File: src/rtl/bms_pkg.sv
package bms_pkg;
    localparam int WORD_W_DEF = 40;
    localparam int VA_W_DEF   = 24;
    localparam int OFF_W_DEF  = 10;
    localparam int PPN_W_DEF  = 10;
    localparam int LEN_W_DEF  = 4;
    localparam int TLB_N_DEF  = 16;

    typedef enum logic [2:0] {
        ST_IDLE,
        ST_MAP,
        ST_MISS,
        ST_XFER,
        ST_WB,
        ST_DEAD
    } seq_st_e;
endpackage

File: src/rtl/bms_tlb.sv
module bms_tlb #(
    parameter int VPN_W   = 14,
    parameter int PPN_W   = 10,
    parameter int ENTRIES = 16
) (
    input  logic             clk,
    input  logic             rst_n,
    input  logic [VPN_W-1:0] lk_vpn,
    output logic             lk_hit,
    output logic [PPN_W-1:0] lk_ppn,
    input  logic             rf_en,
    input  logic [VPN_W-1:0] rf_vpn,
    input  logic [PPN_W-1:0] rf_ppn
);
    localparam int IDX_W = (ENTRIES > 1) ? $clog2(ENTRIES) : 1;

    typedef struct packed {
        logic [ENTRIES-1:0]            vld;
        logic [ENTRIES-1:0][VPN_W-1:0] vpn;
        logic [ENTRIES-1:0][PPN_W-1:0] ppn;
        logic [IDX_W-1:0]              ptr;
    } tlb_t;

    tlb_t s_d, s_q;
    logic [ENTRIES-1:0] hit_vec;

    for (genvar i = 0; i < ENTRIES; i++) begin : g_cmp
        assign hit_vec[i] = s_q.vld[i] && (s_q.vpn[i] == lk_vpn);
    end

    assign lk_hit = |hit_vec;

    always_comb begin
        lk_ppn = '0;
        for (int i = ENTRIES - 1; i >= 0; i--) begin
            if (hit_vec[i]) lk_ppn = s_q.ppn[i];
        end
    end

    always_comb begin
        s_d = s_q;
        if (rf_en) begin
            s_d.vld[s_q.ptr] = 1'b1;
            s_d.vpn[s_q.ptr] = rf_vpn;
            s_d.ppn[s_q.ptr] = rf_ppn;
            if (s_q.ptr == IDX_W'(ENTRIES - 1)) s_d.ptr = '0;
            else                                s_d.ptr = s_q.ptr + 1'b1;
        end
    end

    always_ff @(posedge clk) begin
        if (!rst_n) s_q <= '0;
        else        s_q <= s_d;
    end
endmodule

File: src/rtl/bms_arb.sv
module bms_arb #(
    parameter int VA_W  = 24,
    parameter int LEN_W = 4
) (
    input  logic             idle,
    input  logic             d_valid,
    input  logic             d_write,
    input  logic [VA_W-1:0]  d_vaddr,
    input  logic [LEN_W-1:0] d_len,
    input  logic             f_valid,
    input  logic [VA_W-1:0]  f_vaddr,
    input  logic [LEN_W-1:0] f_len,
    output logic             d_ready,
    output logic             f_ready,
    output logic             take,
    output logic             sel_write,
    output logic             sel_fetch,
    output logic [VA_W-1:0]  sel_vaddr,
    output logic [LEN_W-1:0] sel_len
);
    always_comb begin
        d_ready   = idle;
        f_ready   = idle && !d_valid;
        take      = (d_ready && d_valid) || (f_ready && f_valid);
        sel_fetch = !d_valid;
        sel_write = d_valid && d_write;
        sel_vaddr = d_valid ? d_vaddr : f_vaddr;
        sel_len   = d_valid ? d_len   : f_len;
    end
endmodule

File: src/rtl/bms_seq.sv
module bms_seq
    import bms_pkg::*;
#(
    parameter int VA_W   = 24,
    parameter int OFF_W  = 10,
    parameter int PPN_W  = 10,
    parameter int LEN_W  = 4,
    parameter int WORD_W = 40,
    localparam int VPN_W = VA_W - OFF_W,
    localparam int PA_W  = PPN_W + OFF_W,
    localparam int COL_W = PA_W / 2,
    localparam int ROW_W = PA_W - COL_W
) (
    input  logic              clk,
    input  logic              rst_n,
    output logic              idle,
    input  logic              take,
    input  logic              req_write,
    input  logic              req_fetch,
    input  logic [VA_W-1:0]   req_vaddr,
    input  logic [LEN_W-1:0]  req_len,
    output logic [VPN_W-1:0]  lk_vpn,
    input  logic              lk_hit,
    input  logic [PPN_W-1:0]  lk_ppn,
    input  logic              rf_en,
    output logic              rd_valid,
    output logic [WORD_W-1:0] rd_data,
    output logic              rd_fetch,
    output logic              done,
    output logic              miss,
    output logic [VPN_W-1:0]  miss_vpn,
    output logic              mem_ras,
    output logic              mem_cas,
    output logic              mem_we,
    output logic [ROW_W-1:0]  mem_row,
    output logic [COL_W-1:0]  mem_col,
    input  logic [WORD_W-1:0] mem_rdata
);
    typedef struct packed {
        seq_st_e           st;
        logic              wr;
        logic              fe;
        logic [VPN_W-1:0]  vpn;
        logic [OFF_W-1:0]  off;
        logic [PPN_W-1:0]  ppn;
        logic [LEN_W-1:0]  left;
        logic              rv;
        logic [WORD_W-1:0] rd;
        logic              rf;
    } seq_t;

    seq_t s_d, s_q;
    logic [PA_W-1:0] pa;

    always_comb begin
        s_d    = s_q;
        s_d.rv = (s_q.st == ST_XFER) && !s_q.wr;
        s_d.rd = mem_rdata;
        s_d.rf = s_q.fe;
        unique case (s_q.st)
            ST_IDLE: begin
                if (take) begin
                    s_d.st   = ST_MAP;
                    s_d.wr   = req_write;
                    s_d.fe   = req_fetch;
                    s_d.vpn  = req_vaddr[VA_W-1:OFF_W];
                    s_d.off  = req_vaddr[OFF_W-1:0];
                    s_d.left = req_len;
                end
            end
            ST_MAP: begin
                if (lk_hit) begin
                    s_d.st  = ST_XFER;
                    s_d.ppn = lk_ppn;
                end else begin
                    s_d.st = ST_MISS;
                end
            end
            ST_MISS: begin
                if (rf_en) s_d.st = ST_MAP;
            end
            ST_XFER: begin
                s_d.off = s_q.off + 1'b1;
                if (s_q.left == '0) s_d.st = ST_WB;
                else                s_d.left = s_q.left - 1'b1;
            end
            ST_WB:   s_d.st = ST_DEAD;
            ST_DEAD: s_d.st = ST_IDLE;
            default: s_d.st = ST_IDLE;
        endcase
    end

    always_ff @(posedge clk) begin
        if (!rst_n) s_q <= '0;
        else        s_q <= s_d;
    end

    assign pa       = {s_q.ppn, s_q.off};
    assign idle     = (s_q.st == ST_IDLE);
    assign lk_vpn   = s_q.vpn;
    assign rd_valid = s_q.rv;
    assign rd_data  = s_q.rd;
    assign rd_fetch = s_q.rf;
    assign done     = (s_q.st == ST_WB);
    assign miss     = (s_q.st == ST_MISS);
    assign miss_vpn = s_q.vpn;
    assign mem_ras  = (s_q.st == ST_XFER);
    assign mem_cas  = (s_q.st == ST_XFER);
    assign mem_we   = (s_q.st == ST_XFER) && s_q.wr;
    assign mem_row  = pa[PA_W-1:COL_W];
    assign mem_col  = pa[COL_W-1:0];
endmodule

File: src/rtl/burst_mem_seq.sv
module burst_mem_seq
    import bms_pkg::*;
#(
    parameter int WORD_W = WORD_W_DEF,
    parameter int VA_W   = VA_W_DEF,
    parameter int OFF_W  = OFF_W_DEF,
    parameter int PPN_W  = PPN_W_DEF,
    parameter int LEN_W  = LEN_W_DEF,
    parameter int TLB_N  = TLB_N_DEF,
    localparam int VPN_W = VA_W - OFF_W,
    localparam int PA_W  = PPN_W + OFF_W,
    localparam int COL_W = PA_W / 2,
    localparam int ROW_W = PA_W - COL_W
) (
    input  logic              clk,
    input  logic              rst_n,
    input  logic              d_valid,
    output logic              d_ready,
    input  logic              d_write,
    input  logic [VA_W-1:0]   d_vaddr,
    input  logic [LEN_W-1:0]  d_len,
    input  logic [WORD_W-1:0] d_wdata,
    input  logic              f_valid,
    output logic              f_ready,
    input  logic [VA_W-1:0]   f_vaddr,
    input  logic [LEN_W-1:0]  f_len,
    output logic              rd_valid,
    output logic [WORD_W-1:0] rd_data,
    output logic              rd_fetch,
    output logic              done,
    output logic              miss,
    output logic [VPN_W-1:0]  miss_vpn,
    input  logic              rf_en,
    input  logic [VPN_W-1:0]  rf_vpn,
    input  logic [PPN_W-1:0]  rf_ppn,
    output logic              mem_ras,
    output logic              mem_cas,
    output logic              mem_we,
    output logic [ROW_W-1:0]  mem_row,
    output logic [COL_W-1:0]  mem_col,
    output logic [WORD_W-1:0] mem_wdata,
    input  logic [WORD_W-1:0] mem_rdata
);
    logic             idle, take, sel_write, sel_fetch, lk_hit;
    logic [VA_W-1:0]  sel_vaddr;
    logic [LEN_W-1:0] sel_len;
    logic [VPN_W-1:0] lk_vpn;
    logic [PPN_W-1:0] lk_ppn;

    bms_arb #(.VA_W(VA_W), .LEN_W(LEN_W)) i_arb (
        .idle(idle), .d_valid(d_valid), .d_write(d_write), .d_vaddr(d_vaddr),
        .d_len(d_len), .f_valid(f_valid), .f_vaddr(f_vaddr), .f_len(f_len),
        .d_ready(d_ready), .f_ready(f_ready), .take(take), .sel_write(sel_write),
        .sel_fetch(sel_fetch), .sel_vaddr(sel_vaddr), .sel_len(sel_len)
    );

    bms_tlb #(.VPN_W(VPN_W), .PPN_W(PPN_W), .ENTRIES(TLB_N)) i_tlb (
        .clk(clk), .rst_n(rst_n), .lk_vpn(lk_vpn), .lk_hit(lk_hit), .lk_ppn(lk_ppn),
        .rf_en(rf_en), .rf_vpn(rf_vpn), .rf_ppn(rf_ppn)
    );

    bms_seq #(.VA_W(VA_W), .OFF_W(OFF_W), .PPN_W(PPN_W), .LEN_W(LEN_W),
              .WORD_W(WORD_W)) i_seq (
        .clk(clk), .rst_n(rst_n), .idle(idle), .take(take), .req_write(sel_write),
        .req_fetch(sel_fetch), .req_vaddr(sel_vaddr), .req_len(sel_len),
        .lk_vpn(lk_vpn), .lk_hit(lk_hit), .lk_ppn(lk_ppn), .rf_en(rf_en),
        .rd_valid(rd_valid), .rd_data(rd_data), .rd_fetch(rd_fetch), .done(done),
        .miss(miss), .miss_vpn(miss_vpn), .mem_ras(mem_ras), .mem_cas(mem_cas),
        .mem_we(mem_we), .mem_row(mem_row), .mem_col(mem_col), .mem_rdata(mem_rdata)
    );

    assign mem_wdata = d_wdata;
endmodule

File: config.mk
export PLATFORM = sky130hd
export DESIGN_NAME = burst_mem_seq
export DESIGN_NICKNAME = d
export VERILOG_FILES = /design/src/rtl/bms_pkg.sv /design/src/rtl/bms_tlb.sv /design/src/rtl/bms_arb.sv /design/src/rtl/bms_seq.sv /design/src/rtl/burst_mem_seq.sv
export SDC_FILE = /design/constraint.sdc
export NUM_CORES = 1
export LEC_CHECK = 0
export ABC_AREA = 1
export BUFFER_PORTS_ARGS = -buffer_cell sky130_fd_sc_hd__buf_2
export CAP_MARGIN = 10
export CORE_MARGIN = 1.5
export CORE_UTILIZATION = 30
export DETAILED_ROUTE_END_ITERATION = 8
export HOLD_SLACK_MARGIN = 0.1
export PLACE_DENSITY = 0.49
export SLEW_MARGIN = 20
export SYNTH_ARGS = -nofsm -noshare
export SYNTH_HDL_FRONTEND = slang
export SYNTH_SLANG_ARGS = --single-unit
File: constraint.sdc
create_clock -name clk -period 3 [get_ports clk]
set_clock_uncertainty 0.1 [all_clocks]
set_input_delay 0.15 -clock clk [delete_from_list [all_inputs] [get_ports clk]]
set_output_delay 0.15 -clock clk [all_outputs]
set_load 0.02 [all_outputs]
==> results_dict.tcl <==
set metrics [dict create \
    required_ns 3.39 \
    antenna_found_initial 1 \
    fp-row-count 101 \
    synth_cell_types 49 \
    cpMostUsedCell "nand2_1" \
    drive_gt1_share_pct 14.4 \
    cellLeakagePower_nw 12.9 \
    holdPathEnd "i_seq.rd_data[22]" \
    die_area_mm2 0.0788 \
    grt_pass1_wl_um 126000 \
    top_usage_layer "met2" \
    cp_max_fo 21 \
    viasPerCell 4.72 \
    crit_buf_inv 5 \
    async_flop_share_pct 0 \
    wl_um 83600 \
    start_kind "flip-flop" \
    wl_per_cell_um 17.9 \
    power_density_mw_per_mm2 657 \
    cp_slowest_stage_delay_ns 0.37 \
    min_delay_path_depth 4 \
    cts_sinks 489 \
    setup_viol 0 \
    die_h_um 281 \
    syn_area_mm2 0.0231 \
    grt_pass1_vias 20500 \
    die_x_um 281 \
    globalRouteTotalUtil_pct 20.7 \
    synth-seq-area-share_pct 42.3 \
    dp_hpwl_um 52700 \
    grt_overflow_total 0 \
    numCtsBuffers 57 \
    postSynthCellCount 3330 \
    h-tree-depth 2 \
    cp-end-kind "flip-flop" \
    post-route-util_pct 37.7 \
    fin_setup_tns_ns 0 \
    first_iter_violations 1742 \
    hold_violations 0 \
    cp_top_family "simple AND/OR/NAND/NOR gates" \
    cp.arrival_ns 3.18 \
    layout.nets 3757 \
    fill_cells 8028 \
    min-delay-start "mem_rdata[22]" \
    syn-mean-instance-area_um2 6.95 \
    timing.fmax_mhz 359 \
    core_mm2 0.0762 \
    placed_cells 4364 \
    grt_max_degree 184 \
    setup.worst_path.class "flip-flop to flip-flop" \
    ios 289 \
    r2r_setup_slack_ns 0.22 \
    status "finished, final reports clean" \
    r2r-end "i_seq.s_q[82]" \
    clk_path_buf_depth 3 \
    rsz0062_at_grt "true" \
    fin_crit_sh_pct 92.8 \
    vias 22000 \
    reg2regPathDepth 18 \
    path_cells "buf_12 > nand2_1 > nand2_1 > nor2_1 > nand2_1 > nor2_2 > buf_12 > nand2_1 > buf_12 > nand2_1 > nor3_1 > buf_4 > nand4_1 > o21bai_2 > buf_12 > nand2_1 > nand2_1 > a21oi_1" \
    synth-edff-count 0 \
    clk_pin_slew_ns 0.06 \
    synth_warnings 0 \
    slew_headroom_pct 24.6 \
    cts_tree "built" \
    yosys_register_bits 489 \
    slew_violations 0 \
    use_met3_pct 2.69 \
    root_buffer "clkbuf_16" \
    worstMarginPinSlew_ns 1.13 \
    clk-insertion-delay-late_ns 0.66 \
    antenna_left 0 \
    irDropWorstVdd_v 0.000605 \
    grt_util_met2_pct 33.6 \
    synth-main-ff-cell "dfxtp_1" \
    syn_nets 3502 \
    p_total_w 0.0189 \
    dr.pass1.iters 5 \
    initial_core_util_pct 30.4 \
    cap_violations 0 \
    finalWorstPathRequiredPeriod_ns 2.78 \
    route.detailed.drc 0 \
    layout_commonest_cell "nor2_1" \
    port_buffers 208 \
    grt_use_met1_pct 28.8 \
    final_cell_mix "nor2_1 (604), nand2_1 (522), o21ai_0 (494)" \
    gp_congestion 0.841 \
    critPathSlowestCell "dfxtp_2" \
    synthToLayoutAreaGrowth_pct 24.2 \
    final_cells 4659 \
    r2r_start "i_seq.lk_vpn[10]" \
    hold_path_class "input port to flip-flop" \
]
## where the power goes
group,switching (W),leakage [nW],internal [W]
clock network,0.00299,0.960,0.00425
registers,0.000224,3.97,0.00677
logic,0.00285,7.94,0.00183
## Yosys cell counts, types with 12 or more instances
master	instances	area, µm²
nand2_1	523	1960
nor2_1	608	2280
inv_2	28	105
o22ai_1	53	332
buf_2	18	90.1
o2111ai_1	13	114
buf_4	130	976
dfxtp_1	489	9790
xor2_1	44	385
a21oi_1	174	871
or2_2	12	75.1
nor4_1	16	100
nand3_1	62	310
a31oi_1	20	125
xnor2_1	44	385
inv_1	303	1140
o21ai_1	23	115
clkbuf_1	165	619
o21ai_0	495	2480
buf_6	16	180
## how the worst max path moves through the flow
stage / from / to / slack, ns / cells after the start
5_1_grt: i_seq.lk_vpn[6] / i_seq.mem_row[5] / -0.03 / 28
3_5_place_dp: i_seq.lk_vpn[11] / i_seq.mem_row[8] / 0.1 / 21
3_3_place_gp: i_seq.lk_vpn[11] / i_seq.mem_row[8] / 0.10 / 21
4_1_cts: i_seq.lk_vpn[11] / i_seq.mem_row[8] / 0.09 / 21
6_report: i_seq.lk_vpn[10] / i_seq.s_q[82] / 0.22 / 18
2_1_floorplan: i_seq.lk_vpn[6] / i_seq.mem_row[8] / 0.67 / 20
## cells by family after synthesis
group                      Yosys count  synth area share, %
and+or+nand+nor                   1256                 21.5
AOI/OAI and AO/OA                  815                 18.8
buffers and inverters              675                 13.7
muxes                                1               0.0433
adders and majority gates            6                0.324
xor gates and xnor gates            88                 3.33
DFF                                489                 42.3
## sequential cells by signal, summed over array words and instances, names as in the netlist
name            flops
i_seq.lk_vpn       14
i_seq.mem_col      10
i_seq.mem_row      10
i_seq.rd_data      40
i_seq.rd_fetch      1
i_seq.rd_valid      1
i_seq.s_d           1
i_seq.s_q           8
i_tlb.s_q         404
## repair_timing
action	in CTS	in global routing
hold buffers	183	0
endpoints found under the setup margin	0	13
hold endpoints to repair	456	0
buffers inserted	0	9
resized for setup	0	38
## final cells by class
cell class | instances | area [µm²] | area share (%)
multi-input combinational | 2166 | 10200 | 35.5
tap | 1030 | 1290 | 4.48
antenna | 1 | 2.50 | 0.00870
inverter | 343 | 1310 | 4.55
sequential | 489 | 9810 | 34.1
clock inverter | 22 | 293 | 1.02
timing repair buffer | 528 | 4200 | 14.6
clock buffer | 80 | 1640 | 5.71
## through the flow
stage | worst slack, ns | hold slack, ns | area [µm²]
after floorplan | 0.675 | 0.146 | 23100
after global placement | 0.104 | 0.200 | 24800
after detailed placement | 0.0970 | 0.200 | 24800
after CTS | 0.0869 | 0.113 | 28600
after global routing | -0.0315 | 0.158 | 28800
final | 0.217 | 0.156 | 28800
## tightest hold or removal path, stage by stage
cell and delay, ns:
dlygate4sd3_1 0.53, buf_2 0.10, nand2_1 0.04, inv_1 0.04
## layer usage
metal  wire (µm)  vias up  share of wire, %
li1            -    11000                 -
met1       39400    10200                47
met2       37500      669                45
met3        4900      132               5.9
met4        1800        2               2.1
met5          12        -             0.014
No activity file was read; power rests on OpenSTA's default activity.
